===== config.mk =====
export PLATFORM = sky130hd
export DESIGN_NAME = sctl_att_top
export DESIGN_NICKNAME = d
export VERILOG_FILES = /design/src/rtl/sctl_att_pkg.sv /design/src/rtl/sctl_pin_sync.sv /design/src/rtl/sctl_cmd_rx.sv /design/src/rtl/sctl_att_path.sv /design/src/rtl/sctl_att_top.sv
export SDC_FILE = /design/constraint.sdc
export NUM_CORES = 1
export LEC_CHECK = 0
export ABC_AREA = 1
export BUFFER_PORTS_ARGS = -buffer_cell sky130_fd_sc_hd__buf_2
export CAP_MARGIN = 5
export CORE_MARGIN = 2
export CORE_UTILIZATION = 65
export CTS_CLUSTER_DIAMETER = 150
export DETAILED_ROUTE_END_ITERATION = 8
export PLACE_DENSITY = 0.83
export SETUP_SLACK_MARGIN = 0.15
export SLEW_MARGIN = 30
export SYNTH_ARGS = -nofsm -noshare
export SYNTH_HDL_FRONTEND = slang
export SYNTH_SLANG_ARGS = --single-unit

===== constraint.sdc =====
create_clock -name clk -period 43.5 [get_ports clk]
set_input_delay 4.35 -clock clk [delete_from_list [all_inputs] [get_ports clk]]
set_output_delay 4.35 -clock clk [all_outputs]
set_load 0.005 [all_outputs]

===== src/rtl/sctl_att_pkg.sv =====
package sctl_att_pkg;

  localparam int CMD_BITS = 8;
  localparam int ATT_W    = 7;
  localparam int MODE_W   = 2;
  localparam logic [ATT_W-1:0] ATT_RESET = '1;

  // Strobes and payload passed from the control path to the datapath
  typedef struct packed {
    logic              attLoad;
    logic [ATT_W-1:0]  attValue;
    logic              emphLoad;
    logic [MODE_W-1:0] emphValue;
  } ctl_cmd_t;

endpackage


===== src/rtl/sctl_pin_sync.sv =====
module sctl_pin_sync #(
  parameter int WIDTH  = 3,
  parameter int STAGES = 2
) (
  input  logic             clk,
  input  logic             rstN,
  input  logic [WIDTH-1:0] pinIn,
  output logic [WIDTH-1:0] pinOut
);

  logic [WIDTH-1:0] stageQ [STAGES];

  for (genvar g = 0; g < STAGES; g++) begin : g_stage
    if (g == 0) begin : g_first
      always_ff @(posedge clk or negedge rstN) begin
        if (!rstN) stageQ[g] <= '0;
        else       stageQ[g] <= pinIn;
      end
    end else begin : g_next
      always_ff @(posedge clk or negedge rstN) begin
        if (!rstN) stageQ[g] <= '0;
        else       stageQ[g] <= stageQ[g-1];
      end
    end
  end

  assign pinOut = stageQ[STAGES-1];

endmodule


===== src/rtl/sctl_cmd_rx.sv =====
module sctl_cmd_rx
  import sctl_att_pkg::*;
(
  input  logic              clk,
  input  logic              rstN,
  input  logic              shiftSync,
  input  logic              latchSync,
  input  logic              dataSync,
  output ctl_cmd_t          cmd,
  output logic [MODE_W-1:0] emphMode
);

  logic                shiftQ;
  logic                latchQ;
  logic [CMD_BITS-1:0] wordQ;
  logic                shiftRise;
  logic                latchRise;

  assign shiftRise = shiftSync & ~shiftQ;
  assign latchRise = latchSync & ~latchQ;

  always_ff @(posedge clk or negedge rstN) begin
    if (!rstN) begin
      shiftQ <= 1'b0;
      latchQ <= 1'b0;
      wordQ  <= '0;
    end else begin
      shiftQ <= shiftSync;
      latchQ <= latchSync;
      // bits enter at the top; after eight edges the first bit sits at bit 0
      if (shiftRise && !latchSync) wordQ <= {dataSync, wordQ[CMD_BITS-1:1]};
    end
  end

  always_comb begin
    cmd.attLoad   = latchRise & ~wordQ[CMD_BITS-1];
    cmd.attValue  = wordQ[ATT_W-1:0];
    cmd.emphLoad  = latchRise & wordQ[CMD_BITS-1];
    cmd.emphValue = wordQ[CMD_BITS-2 -: MODE_W];
  end

  always_ff @(posedge clk or negedge rstN) begin
    if (!rstN)             emphMode <= '0;
    else if (cmd.emphLoad) emphMode <= cmd.emphValue;
  end

endmodule


===== src/rtl/sctl_att_path.sv =====
module sctl_att_path
  import sctl_att_pkg::*;
#(
  parameter int SAMPLE_W = 16,
  parameter int NUM_CH   = 2
) (
  input  logic                              clk,
  input  logic                              rstN,
  input  ctl_cmd_t                          cmd,
  input  logic                              sampleStb,
  input  logic [NUM_CH-1:0][SAMPLE_W-1:0]   sampleIn,
  output logic [NUM_CH-1:0][SAMPLE_W-1:0]   sampleOut,
  output logic                              outValid,
  output logic [ATT_W-1:0]                  attCode
);

  localparam int PROD_W = SAMPLE_W + ATT_W + 1;
  localparam int UNITY  = (2 ** ATT_W) - 1;
  localparam int HI_I   = (2 ** (SAMPLE_W - 1)) - 1;
  localparam int LO_I   = -(2 ** (SAMPLE_W - 1));
  localparam logic signed [PROD_W-1:0] SAT_HI  = HI_I[PROD_W-1:0];
  localparam logic signed [PROD_W-1:0] SAT_LO  = LO_I[PROD_W-1:0];
  localparam logic signed [PROD_W-1:0] DIVISOR = UNITY[PROD_W-1:0];

  always_ff @(posedge clk or negedge rstN) begin
    if (!rstN)            attCode <= ATT_RESET;
    else if (cmd.attLoad) attCode <= cmd.attValue;
  end

  always_ff @(posedge clk or negedge rstN) begin
    if (!rstN) outValid <= 1'b0;
    else       outValid <= sampleStb;
  end

  for (genvar c = 0; c < NUM_CH; c++) begin : g_ch
    logic signed [PROD_W-1:0]   prod;
    logic signed [PROD_W-1:0]   quot;
    logic signed [SAMPLE_W-1:0] scaled;
    logic [SAMPLE_W-1:0]        outQ;

    always_comb begin
      prod = PROD_W'($signed(sampleIn[c])) * $signed({{(PROD_W-ATT_W){1'b0}}, attCode});
      quot = prod / DIVISOR;   // signed division truncates toward zero
      if (attCode == '0)      scaled = '0;
      else if (quot > SAT_HI) scaled = SAT_HI[SAMPLE_W-1:0];
      else if (quot < SAT_LO) scaled = SAT_LO[SAMPLE_W-1:0];
      else                    scaled = quot[SAMPLE_W-1:0];
    end

    always_ff @(posedge clk or negedge rstN) begin
      if (!rstN)          outQ <= '0;
      else if (sampleStb) outQ <= scaled;
    end

    assign sampleOut[c] = outQ;
  end

endmodule


===== src/rtl/sctl_att_top.sv =====
module sctl_att_top
  import sctl_att_pkg::*;
#(
  parameter int SYNC_STAGES = 2
) (
  input  logic        clk,
  input  logic        rstN,
  input  logic        shiftClkPin,
  input  logic        latchPin,
  input  logic        dataPin,
  input  logic        sampleStb,
  input  logic [15:0] inLeft,
  input  logic [15:0] inRight,
  output logic [15:0] outLeft,
  output logic [15:0] outRight,
  output logic        outValid,
  output logic [6:0]  attCode,
  output logic [1:0]  emphMode
);

  localparam int SAMPLE_W = 16;
  localparam int NUM_CH   = 2;

  logic [2:0]                          pinsSync;
  ctl_cmd_t                            cmd;
  logic [NUM_CH-1:0][SAMPLE_W-1:0]     samplesIn;
  logic [NUM_CH-1:0][SAMPLE_W-1:0]     samplesOut;

  sctl_pin_sync #(.WIDTH(3), .STAGES(SYNC_STAGES)) sync_i (
    .clk    (clk),
    .rstN   (rstN),
    .pinIn  ({shiftClkPin, latchPin, dataPin}),
    .pinOut (pinsSync)
  );

  sctl_cmd_rx rx_i (
    .clk       (clk),
    .rstN      (rstN),
    .shiftSync (pinsSync[2]),
    .latchSync (pinsSync[1]),
    .dataSync  (pinsSync[0]),
    .cmd       (cmd),
    .emphMode  (emphMode)
  );

  assign samplesIn = {inRight, inLeft};

  sctl_att_path #(.SAMPLE_W(SAMPLE_W), .NUM_CH(NUM_CH)) path_i (
    .clk       (clk),
    .rstN      (rstN),
    .cmd       (cmd),
    .sampleStb (sampleStb),
    .sampleIn  (samplesIn),
    .sampleOut (samplesOut),
    .outValid  (outValid),
    .attCode   (attCode)
  );

  assign outLeft  = samplesOut[0];
  assign outRight = samplesOut[1];

endmodule


* Yosys cells after proc, flatten, opt, wreduce, memory -nomap -nowiden *
Index checks and enable logic that the tools add are counted.

cells by class
  shifts and indexed selects = 0
  bitwise gates (word level) = 7
  multiply operators = 2
  mux-type cells = 6
  divide/modulo/power cells = 2
  order comparisons = 4
  add/sub/neg operators = 0
  reduce and logical (&&, ||, !) cells = 3
  eq/ne operators = 0

operators with widths
  cell                                                  number
  2-to-1 mux 16 bit                                     6
  divider 24 x 8 -> 24 bit, second input constant       2
  > comparator 24 x 16 -> 1 bit, second input constant  2
  < comparator 24 x 16 -> 1 bit, second input constant  2
  multiplier 16 x 8 -> 24 bit                           2
  logical NOT 7 bit                                     1
  AND 1 bit                                             4
  inverter 1 bit                                        3
  logical AND 1 bit                                     1
  logical NOT 1 bit                                     1

word-level totals
  input port bits = 38
  output and inout bits = 42
  word-level logic and storage cells = 34
  bits in read-only memories = 0
  bits in latches = 0
  register bits after elaboration = 58
  memory bits (writable) = 0
  memories kept = 0

* Longest topological paths before layout *
  depth after elaboration = 6
  gate-level depth with buffers = 139
  mapped depth without buffers = 135

* Cells and area by module *
A second synthesis with hierarchy kept.

second synthesis, totals
  cells, all modules = 3545
  area total of the unflattened synthesis = 22215.1 µm²

modules (own cells, without submodules)
  module         area an instance (µm²)  times used  cells each  sequential area each (µm²)
  sctl_att_path  21489.4                 1           3477        1009.7
  sctl_cmd_rx    553.0                   1           59          300.3
  sctl_pin_sync  172.7                   1           9           150.1

* Least setup slack after synthesis *
OpenSTA, ideal clock, no wires.

  kind = input port to flip-flop
  from = in inLeft[15]
  to = reg path_i.g_ch[0].outQ[10]
  buffers on the path = 6
  arrival time = 18.347 ns
  setup slack = 25.036 ns
  stages on the path = 128
  cell sequence = nand2_1 inv_1 fa_1 inv_1 fa_1 inv_1 fa_1 inv_1 fa_1 inv_1 ha_1 nand2_1 inv_2 nand3_1 nor3_1 nand4_1 nand3_1 or2_1 [... 92 more ...] nor2_2 and2_1 buf_6 ha_1 inv_1 nor2_2 nand3_1 nor3_1 nand3_1 nand2_1 o21ai_2 inv_1 o211ai_1 o2111ai_1 nor2_4 buf_6 nor2_1 nand2_2

between the ends
  cells in the longest elaborated chain, start to end = 6
  elaborated cells between the ends (all ways) = 7
  classes of those cells = 1 x mul; 1 x div; 2 x order compare; 3 x mux

RTL lines
  element                        RTL line             source
  start: declaration             sctl_att_top.sv:12   input logic [15:0] inLeft,
  multiplier 16 x 8 -> 24 bit *  sctl_att_path.sv:42  prod = PROD_W'($signed(sampleIn[c])) * $signed({{(PROD_W-ATT_W){1'b0}}, attCode});
  divider 24 x 8 -> 24 bit *     sctl_att_path.sv:43  quot = prod / DIVISOR;
  < comparator 24 x 16 -> 1 bit  sctl_att_path.sv:46  else if (quot < SAT_LO) scaled = SAT_LO[SAMPLE_W-1:0];
  2-to-1 mux 16 bit              sctl_att_path.sv:46
  2-to-1 mux 16 bit *            sctl_att_path.sv:45  else if (quot > SAT_HI) scaled = SAT_HI[SAMPLE_W-1:0];
  2-to-1 mux 16 bit *            sctl_att_path.sv:44  if (attCode == '0) scaled = '0;
  end signal: assignment         sctl_att_path.sv:52  else if (sampleStb) outQ <= scaled;
  end: declaration               sctl_att_path.sv:39  logic [SAMPLE_W-1:0] outQ;

Every way passes the cells marked *; elsewhere a longest branch is shown, timed or not.
A chain may end at the register's enable or synchronous reset.

* Final worst setup path *
  from = in inLeft[15]
  to = reg path_i.g_ch[0].outQ[3]

Same word-level chain as after synthesis.

==> results.yml <==
outcome:
  status: "finished clean"
synth:
  synth_top_area_share_pct: 16.3
  ys.flop_type: "dfrtp_1"
  synth_edf_count: 0
  syn_area_um2: 22400
  yosys_warnings: 0
  ys_seq_area_share_pct: 6.53
  ys_ff_latch: 58
  ys_async_sr_fraction_pct: 100
  yosysTopAreaCell: "nand2_1"
  syn-num-nets: 3850
  syn_avg_cell_area_um2: 6.33
  synth.distinct_cells: 73
  synth_cells: 3536
  synth_area_leaders: "nand2_1 (16%), fa_1 (15%), inv_1 (13%), ha_1 (5.8%), dfrtp_1 (5.7%)"
placed_design:
  dp.cells: 4009
  place_area_um2: 22900
  io_buffers: 79
  hpwl_um: 44800
  gp_congestion: 0.954
clock_network:
  clock_latency_ps: 330
  cts-buffers-inserted: 9
  cts_tree: "yes"
  cts-root-buf: "clkbuf_16"
  clockBufferDepth: 2
  cts_sinks: 58
  cts_resized: 0
  cts.htree.levels: 3
  post_cts_buffers: 0
  clkTransAtPathRegs_ps: 60
  holdBufCountCts: 0
grt:
  grt_overflow: 0
  grt_pass1_wl_um: 93600
  gr-usage-all-layers_pct: 30.6
  grt_max_degree: 59
  antenna_found_initial: 3
  grt_pass1_vias: 20706
setup_path:
  cp-end-kind: "flop"
  worstPathArrival_ps: 21670
  slowest_stage: "fa_1"
  cp.required_ps: 43730
  crit_top_cell: "nand2_4"
  crit_type: "in -> reg"
  start_kind: "primary input"
  critPathMaxStageDelay_ps: 630
  crit_fanout: 29
floorplanning:
  die_area_um2: 35900
  die_y_um: 190
  ios: 80
  die_x_um: 190
  rows: 67
  initial_core_util_pct: 66.4
  coreArea_um2: 33700
job:
  maxCapViolations: 0
drt:
  via_count: 21405
  drtPass1Iterations: 9
  avgRoutedWirePerCell_um: 13.4
  routed_wl_um: 54000
  routed_via_density: 5.32
  drcViolationCount: 0
  ant_nets: 0
  drt_iter0_drc: 1643
final_layout:
  finish.net_count: 3886
  fill_cells: 3004
  area_growth_pct: 3.98
  final-instance-count-excl-fill: 4025
  fin_area_um2: 23300
  drive_gt1_share_pct: 18.2
  diodes: 0
sta:
  fmax_mhz: 46.6
  setup_viol: 0
  rsz0062_at_grt: "no"
  min_period_ps: 21440
  slew_headroom_pct: 34.6
  final.setup.tns_ps: 0
  slew_violations: 0
  worstMarginPinSlew_ps: 981
  finalCritPeriodShare_pct: 49.3
  clock-skew-final_ps: 7.38
  hold_violations: 0
hold_path:
  min-delay-path-class: "reg -> reg"
-- layout by cell type, fill, tap and decap left out, types with 40 or more instances in the layout --
cell type and count:
nand3_2 65, nand2_2 174, xor2_1 71, inv_1 772, ha_1 104, nor2_2 61, nand2_4 82, dfrtp_1 51
o21ai_1 40, nand4_1 54, nand3_1 223, nor2_1 214, inv_2 47, fa_1 172, o21ai_0 74, nand2_1 971
buf_2 79, a21oi_1 66
-- cell usage after synthesis (4+ instances only) --
cell,instances
nor2_4,27
inv_4,6
nor4_1,4
o31ai_1,7
nand2_4,82
a21oi_1,66
nand4_2,8
xor2_1,71
nand2_8,4
nand4_1,54
a21oi_2,5
a31oi_1,12
and2_1,7
o21ai_0,74
clkinv_2,4
xor2_2,4
or2_1,4
o21bai_1,7
o211ai_1,13
clkinv_1,5
buf_6,12
ha_1,104
nor2_1,215
nand2_1,971
nand3b_1,7
o21ai_1,40
fa_1,172
inv_2,47
inv_1,772
o21ai_2,18
a21boi_1,4
xnor2_1,17
nor2_2,60
dfstp_2,7
nand3_1,223
nand2_2,174
dfrtp_1,51
clkbuf_8,6
bufinv_8,4
nand3_4,11
nand3_2,65
nor3_1,15
clkbuf_1,32
-- critical path: cells and delay by family --
kind	cells	cell delay (ps)
buffers and inverters	16	1780
AND/OR/NAND/NOR	89	11120
AO/OA/AOI/OAI	7	1380
adder cells (fa/ha/maj)	7	2970
-- state kept, by name, indices dropped and copies added (netlist names) --
name	flops
rx_i.latchQ	1
path_i.outValid	1
rx_i.shiftQ	1
path_i.g_ch.outQ	32
sync_i.pinOut	3
path_i.attCode	7
rx_i.wordQ	8
sync_i.stageQ	3
rx_i.emphMode	2
-- cell families after synthesis --
family | after synthesis | synth area share [%]
and+or+nand+nor | 1946 | 44.8
adders and majority gates | 276 | 21.2
AOI/OAI and AO/OA | 261 | 7.01
muxes | 1 | 0.0503
buffers and inverters | 901 | 16.6
DFF | 58 | 6.53
xor gates and xnor gates | 93 | 3.86
-- through the flow --
step	setup slack (ps)	hold slack [ps]	util (%)
final	22060	345	69.0
after global routing	20340	353	69.0
after CTS	22160	347	69.0
after detailed placement	21860	342	68.0
after global placement	22240	337	68.0
after floorplan	25040	331	-
-- metal layers --
metal / global-route usage [%] / part of all wire (%) / vias up
li1: - / - / 10757
met1: 41.1 / 44 / 9931
met2: 53.9 / 48 / 634
met3: 2.30 / 5.9 / 79
met4: 7.07 / 1.9 / 4
met5: 0 / 0.046 / -
-- worst paths after layout --
check                                  start                      end  slack (ps)  cells past startpoint
min in group asynchronous               rstN  path_i.g_ch[0].outQ[10]        4150                      2
max in group asynchronous               rstN   path_i.g_ch[1].outQ[7]       38840                      2
setup / recovery                  inLeft[15]   path_i.g_ch[0].outQ[3]       22060                    119
setup reg to reg           path_i.attCode[4]   path_i.g_ch[0].outQ[3]       25110                    116
hold / removal              sync_i.stageQ[5]         sync_i.pinOut[2]         340                      0
hold reg to reg             sync_i.stageQ[5]         sync_i.pinOut[2]         340                      0
-- layout make-up --
cell class	count	area [um^2]	share of cell area (%)
multi-input combinational	2577	17200	74.0
tap	448	561	2.41
timing repair buffer	84	433	1.86
clock buffer	9	225	0.968
clock inverter	7	125	0.538
sequential	58	1460	6.28
inverter	842	3260	14.0
Power is not shown: default switching activity piles up to over one toggle a cycle in this logic, so the estimate is an artifact.
